### src/rtl/qmf_pkg.sv
package qmf_pkg;

  typedef enum logic {
    MODE_STD  = 1'b0,
    MODE_FWFT = 1'b1
  } rd_mode_e;

  // circular pointer advance for any depth
  function automatic int unsigned wrap_inc(input int unsigned p, input int unsigned lim);
    return (p + 1 == lim) ? 0 : p + 1;
  endfunction

  // occupancy after one edge
  function automatic int unsigned occ_next(input int unsigned c, input bit push, input bit pop);
    return c + (push ? 1 : 0) - (pop ? 1 : 0);
  endfunction

endpackage

### src/rtl/qmf_queue.sv
module qmf_queue #(
  parameter int DW    = 16,
  parameter int DEPTH = 16,
  localparam int AW   = (DEPTH > 1) ? $clog2(DEPTH) : 1,
  localparam int CW   = $clog2(DEPTH + 1)
) (
  input  logic          clk,
  input  logic          rst_n,
  input  logic          push_req,
  input  logic          pop_req,
  input  logic [DW-1:0] din,
  output logic [DW-1:0] head,
  output logic [DW-1:0] head_nxt,
  output logic          head_nxt_vld,
  output logic          empty,
  output logic          full,
  output logic [CW-1:0] count
);
  import qmf_pkg::*;

  localparam logic [CW-1:0] FULL_CNT = CW'(DEPTH);
  localparam logic [CW-1:0] ONE_CNT  = CW'(1);

  logic [DW-1:0] mem [DEPTH];
  logic [AW-1:0] wr_ptr, rd_ptr, rd_ptr_p1;
  logic [DW-1:0] second;

  // named events for the checks
  logic push_ok, pop_ok;

  assign empty     = (count == '0);
  assign full      = (count == FULL_CNT);
  assign push_ok   = push_req && !full;
  assign pop_ok    = pop_req && !empty;
  assign rd_ptr_p1 = AW'(wrap_inc(int'(rd_ptr), DEPTH));
  assign head      = mem[rd_ptr];
  assign second    = mem[rd_ptr_p1];

  always_ff @(posedge clk) begin
    if (push_ok) mem[wr_ptr] <= din;
  end

  always_ff @(posedge clk or negedge rst_n) begin
    if (!rst_n) begin
      wr_ptr <= '0;
      rd_ptr <= '0;
      count  <= '0;
    end else begin
      if (push_ok) wr_ptr <= AW'(wrap_inc(int'(wr_ptr), DEPTH));
      if (pop_ok)  rd_ptr <= rd_ptr_p1;
      count <= CW'(occ_next(int'(count), push_ok, pop_ok));
    end
  end

  // oldest word after this edge, used for fall-through presentation
  always_comb begin
    head_nxt_vld = 1'b0;
    head_nxt     = head;
    if (pop_ok) begin
      if (count > ONE_CNT) begin
        head_nxt_vld = 1'b1;
        head_nxt     = second;
      end else if (push_ok) begin
        head_nxt_vld = 1'b1;
        head_nxt     = din;
      end
    end else if (!empty) begin
      head_nxt_vld = 1'b1;
      head_nxt     = head;
    end else if (push_ok) begin
      head_nxt_vld = 1'b1;
      head_nxt     = din;
    end
  end


  full_write_chk: assert property (@(posedge clk) disable iff (!rst_n)
    (full && push_req && !pop_req) |=> (count == FULL_CNT));


  empty_pop_chk: assert property (@(posedge clk) disable iff (!rst_n)
    (empty && pop_req && !push_req) |=> (count == '0));


  no_push_chk: assert property (@(posedge clk) disable iff (!rst_n)
    !push_req |=> (count <= $past(count)));


  count_range_chk: assert property (@(posedge clk) disable iff (!rst_n)
    count <= FULL_CNT);

endmodule

### src/rtl/qmf_rdport.sv
module qmf_rdport #(
  parameter int NQ   = 4,
  parameter int DW   = 16,
  localparam int SW  = (NQ > 1) ? $clog2(NQ) : 1
) (
  input  logic              clk,
  input  logic              rst_n,
  input  qmf_pkg::rd_mode_e mode,
  input  logic              rd_act,
  input  logic [SW-1:0]     sel,
  input  logic [DW-1:0]     head     [NQ],
  input  logic [DW-1:0]     head_nxt [NQ],
  input  logic [NQ-1:0]     nxt_vld,
  input  logic [NQ-1:0]     empty,
  output logic [DW-1:0]     rd_data
);
  import qmf_pkg::*;

  logic sel_ok;
  logic fwft_load, std_load;

  assign sel_ok    = (int'(sel) < NQ);
  assign fwft_load = (mode == MODE_FWFT) && sel_ok && nxt_vld[sel];
  assign std_load  = (mode == MODE_STD) && sel_ok && rd_act && !empty[sel];

  always_ff @(posedge clk or negedge rst_n) begin
    if (!rst_n)         rd_data <= '0;
    else if (fwft_load) rd_data <= head_nxt[sel];
    else if (std_load)  rd_data <= head[sel];
  end


  std_hold_chk: assert property (@(posedge clk) disable iff (!rst_n)
    (mode == MODE_STD && !rd_act) |=> $stable(rd_data));


  std_empty_read_chk: assert property (@(posedge clk) disable iff (!rst_n)
    (mode == MODE_STD && rd_act && empty[sel]) |=> $stable(rd_data));

endmodule

### src/rtl/quad_mux_fifo.sv
module quad_mux_fifo #(
  parameter int NQ    = 4,
  parameter int DW    = 16,
  parameter int DEPTH = 16,
  localparam int SW   = (NQ > 1) ? $clog2(NQ) : 1
) (
  input  logic             clk,
  input  logic             rst_n,
  input  logic             mode_i,
  input  logic [NQ-1:0]    wr_en_n,
  input  logic [NQ-1:0]    wr_cs_n,
  input  logic [NQ*DW-1:0] wr_data,
  input  logic             rd_en_n,
  input  logic             rd_cs_n,
  input  logic [SW-1:0]    out_sel,
  output logic [DW-1:0]    rd_data,
  output logic [NQ-1:0]    q_ready
);
  import qmf_pkg::*;

  localparam int CW = $clog2(DEPTH + 1);

  rd_mode_e      mode_q;
  logic          rd_act;
  logic [NQ-1:0] wr_act, pop_req, empty_v, full_v, nxt_vld_v;
  logic [DW-1:0] head_a [NQ];
  logic [DW-1:0] nxt_a  [NQ];
  logic [CW-1:0] cnt_a  [NQ];

  // mode captured only while reset is held
  always_ff @(posedge clk) begin
    if (!rst_n) mode_q <= rd_mode_e'(mode_i);
  end

  assign rd_act = !rd_en_n && !rd_cs_n;

  for (genvar gi = 0; gi < NQ; gi++) begin : g_q
    assign wr_act[gi]  = !wr_en_n[gi] && !wr_cs_n[gi];
    assign pop_req[gi] = rd_act && (out_sel == SW'(gi));

    qmf_queue #(.DW(DW), .DEPTH(DEPTH)) u_q (
      .clk          (clk),
      .rst_n        (rst_n),
      .push_req     (wr_act[gi]),
      .pop_req      (pop_req[gi]),
      .din          (wr_data[gi*DW +: DW]),
      .head         (head_a[gi]),
      .head_nxt     (nxt_a[gi]),
      .head_nxt_vld (nxt_vld_v[gi]),
      .empty        (empty_v[gi]),
      .full         (full_v[gi]),
      .count        (cnt_a[gi])
    );
  end

  qmf_rdport #(.NQ(NQ), .DW(DW)) u_rd (
    .clk      (clk),
    .rst_n    (rst_n),
    .mode     (mode_q),
    .rd_act   (rd_act),
    .sel      (out_sel),
    .head     (head_a),
    .head_nxt (nxt_a),
    .nxt_vld  (nxt_vld_v),
    .empty    (empty_v),
    .rd_data  (rd_data)
  );

  assign q_ready = ~empty_v;


  mode_hold_chk: assert property (@(posedge clk) disable iff (!rst_n)
    $stable(mode_q));


  rst_clear_chk: assert property (@(posedge clk) disable iff (!rst_n)
    $rose(rst_n) |-> (q_ready == '0 && rd_data == '0));


  no_read_chk: assert property (@(posedge clk) disable iff (!rst_n)
    (rd_en_n || rd_cs_n) |-> (pop_req == '0));

endmodule

### config.mk
export PLATFORM = sky130hd
export DESIGN_NAME = quad_mux_fifo
export DESIGN_NICKNAME = d
export VERILOG_FILES = /design/src/rtl/qmf_pkg.sv /design/src/rtl/qmf_queue.sv /design/src/rtl/qmf_rdport.sv /design/src/rtl/quad_mux_fifo.sv
export SDC_FILE = /design/constraint.sdc
export NUM_CORES = 2
export LEC_CHECK = 0
export ABC_AREA = 0
export CAP_MARGIN = 20
export CORE_ASPECT_RATIO = 0.5
export CORE_MARGIN = 8
export CORE_UTILIZATION = 40
export DETAILED_ROUTE_END_ITERATION = 10
export DONT_BUFFER_PORTS = 1
export GPL_TIMING_DRIVEN = 0
export HOLD_SLACK_MARGIN = 0.15
export REMOVE_ABC_BUFFERS = 1
export SYNTH_ARGS = -nofsm -noshare
export SYNTH_HDL_FRONTEND = slang
export SYNTH_SLANG_ARGS = --single-unit
export TNS_END_PERCENT = 100
### constraint.sdc
create_clock -name clk -period 5.1 [get_ports clk]
set_input_delay 0.765 -clock clk [delete_from_list [all_inputs] [get_ports clk]]
set_output_delay 0.765 -clock clk [all_outputs]
set_load 0.01 [all_outputs]
==> flow_metrics.py <==
metrics = {
    "sta": {
        "fin_worst_skew_ps": 25.9,
        "min_period_over_period_pct": 88.2,
        "setup_viol": 0,
        "worst_slack_ps": 600,
        "worst_pin_slew_ps": 1190,
        "hold_viol": 0,
        "slew_headroom_pct": 20.7,
        "fmax_mhz": 222,
        "fin_tns_setup_ps": 0,
        "post-route-min-period_ps": 4500,
        "slew_viol_final": 0,
        "rsz0062_at_grt": "no",
    },
    "routing": {
        "wl_per_cell_um": 31.5,
        "first_pass_iters": 6,
        "drt-initial-drc-count": 4303,
        "via_count": 34000,
        "drc": 0,
        "final_antenna_net_count": 0,
        "wl_mm": 166,
        "routed_via_density": 6.44,
    },
    "die": {
        "num_rows": 95,
        "die_h_um": 277,
        "placeableCoreArea_sq_um": 135000,
        "pin_count": 99,
        "start_util_pct": 40.4,
        "dieArea_sq_um": 149000,
        "die_x_um": 538,
    },
    "cts": {
        "cts_root_buf": "clkbuf_16",
        "ctsHtreeMaxLevel": 3,
        "cts_sinks": 1093,
        "clock_latency_ps": 720,
        "post_cts_buffers": 0,
        "clk_pin_slew_ps": 60,
        "numCtsBuffers": 106,
        "cts_tree": "built",
        "cts_buffer_depth": 3,
    },
    "synthesis": {
        "yosysTopAreaCell": "edfxtp_1",
        "muxShareOfSynthArea_pct": 23.6,
        "synth_area_sq_um": 54400,
        "synth-compound-area-share_pct": 6.56,
        "syn_area_per_cell_sq_um": 16.4,
        "synthAdderAreaFrac_pct": 1.44,
        "ys_types": 81,
        "synth_top_family_by_area": "multiplexers",
        "synth_area_leaders": "edfxtp_1, mux4_2, mux2i_1",
        "ys_warn_count": 0,
        "yosys-top-cells-count": "edfxtp_1, mux4_2, nand2_1",
        "synth-main-ff-cell": "edfxtp_1",
        "synth_top_area_share_pct": 56.6,
        "synth-xor-area-share_pct": 0.803,
        "synth_edf_count": 1025,
        "synthSimpleGateAreaFrac_pct": 5.13,
        "async_flop_share_pct": 6.22,
        "ys_ff_latch": 1093,
        "yosysMostFrequentCell": "edfxtp_1",
        "synthCells": 3313,
        "ys_seq_area_share_pct": 59.7,
    },
    "setup_path": {
        "worstSetupPathType": "flop to flop",
        "endpoint_kind": "flop",
        "cp.required_ps": 5640,
        "path_max_fanout": 18,
        "arrival_ps": 5040,
        "start_kind": "flop",
    },
    "final_layout": {
        "nNetsFinal": 3518,
        "final_area_sq_um": 62300,
        "seq_area_sq_um": 32500,
        "syn_to_final_growth_pct": 14.5,
        "drive_gt1_share_pct": 24.7,
        "multi_input_area_sq_um": 20700,
        "num-fill-cells": 11400,
    },
    "job": {
        "maxCapViolations": 0,
    },
    "global_route": {
        "grt_use_met3_pct": 5.85,
        "top_usage_layer": "met2",
        "grt_pass1_wl_mm": 240,
        "grt.total_usage_pct": 21.8,
        "grt.overflow.total": 0,
        "grt_pass1_vias": 33900,
        "antenna_found_initial": 9,
        "grtUsageMet1_pct": 28.9,
        "grt_max_degree": 79,
        "grt_use_met2_pct": 34.2,
    },
    "placement": {
        "io_buffers": 0,
        "hpwl_mm": 110,
        "gp_congestion": 0.847,
        "place_area_sq_um": 58000,
        "dp_slack_ps": 54.7,
    },
    "power_and_ir_drop": {
        "p_per_area_nw_per_um2": 586,
        "ir_drop_mv": 0.536,
        "leakagePower_nw": 20.3,
        "p_total_w": 0.0365,
    },
    "min_path": {
        "hold_path.class": "input port to flop",
    },
    "status": {
        "status": "completed",
    },
}
[worst paths after layout]
kind / from / slack (ps) / depth (start not counted) / end
max: g_q[3].u_q.count[2] / 600 / 9 / u_rd.rd_data[1]
min: rst_n / 240 / 1 / mode_q
max reg2reg: g_q[3].u_q.count[2] / 600 / 9 / u_rd.rd_data[1]
min reg2reg: g_q[3].u_q.wr_ptr[1] / 630 / 2 / g_q[3].u_q.wr_ptr[3]
max in group asynchronous: rst_n / 4020 / 2 / g_q[1].u_q.rd_ptr[0]
min in group asynchronous: rst_n / 650 / 2 / g_q[2].u_q.rd_ptr[3]
[metal layers]
metal	part of all wire (%)	routed length, um
met1	39	64900
met4	4.6	7720
met3	10	16900
met2	46	76700
met5	0.018	30
[flip-flops by register name, summed over array words and instances, names as in the netlist]
register and flops:
mode_q 1, g_q.u_q.mem 1024, g_q.u_q.count 20, g_q.u_q.rd_ptr 16, u_rd.rd_data 16, g_q.u_q.wr_ptr 16
[power by group]
group          internal (W)  switching, W
Combinational       0.00788       0.00895
Clock               0.00456       0.00346
Sequential           0.0105       0.00114
[metrics by stage]
stage          std cells  utilization, %  hold slack [ps]
2_1_floorplan       3073               -              469
3_3_place_gp        4867            41.1              478
3_5_place_dp        4992            43.1              479
4_1_cts             5256            46.2              198
5_1_grt             5264            46.2              215
6_report            5270            46.3              239
[layout make-up]
| type | instances | area share [%] |
|---|---|---|
| diodes | 8 | 0.0321 |
| clock inverters | 68 | 1.05 |
| flip-flops and latches | 1093 | 52.2 |
| clock buffers | 129 | 4.51 |
| well taps | 1794 | 3.60 |
| inverters | 66 | 0.398 |
| repair buffers | 198 | 5.01 |
| multi-input cells | 1914 | 33.2 |
[layout by cell type (no fill, tap or decap), types with 19 or more instances in the layout]
cell / synthesis / layout
a211oi_1: 24 / 24
a21oi_1: 93 / 92
a221oi_1: 76 / 76
a22oi_1: 38 / 38
and2_1: 25 / 25
buf_16: 0 / 51
buf_6: 12 / 26
buf_8: 4 / 39
clkbuf_1: 94 / 19
clkbuf_16: 0 / 109
clkinv_1: 5 / 30
clkinv_2: 0 / 22
dfrtp_1: 68 / 59
dlygate4sd3_1: 0 / 66
edfxtp_1: 1025 / 1025
ha_1: 56 / 52
inv_1: 60 / 59
mux2_2: 23 / 23
mux2i_1: 204 / 204
mux4_2: 466 / 466
nand2_1: 254 / 254
nand3_1: 60 / 60
nand4_1: 22 / 22
nor2_1: 125 / 100
nor2_2: 1 / 26
nor3_1: 41 / 27
o2111ai_1: 22 / 22
o21ai_0: 90 / 87
o22ai_1: 31 / 31
xnor2_1: 33 / 30
[what timing repair did]
item,CTS,global route
endpoints found under the hold margin,1093,0
hold buffers,67,0
gates resized for setup,0,0
[critical path: stages, from the launching register on]
cell and delay [ps]:
dfrtp_1 380, inv_1 100, ha_1 220, or4b_4 590, nand3_1 530, clkinv_1 820, a21oi_1 640, nor2_1 100
o22ai_1 740, a32oi_1 210
[logic make-up after synthesis]
family	after synthesis
AOI/OAI and AO/OA	504
xor gates and xnor gates	49
buffers and inverters	306
DFF	1093
and+or+nand+nor	607
muxes	694
adders and majority gates	60
No activity file was read; power rests on OpenSTA's default activity.
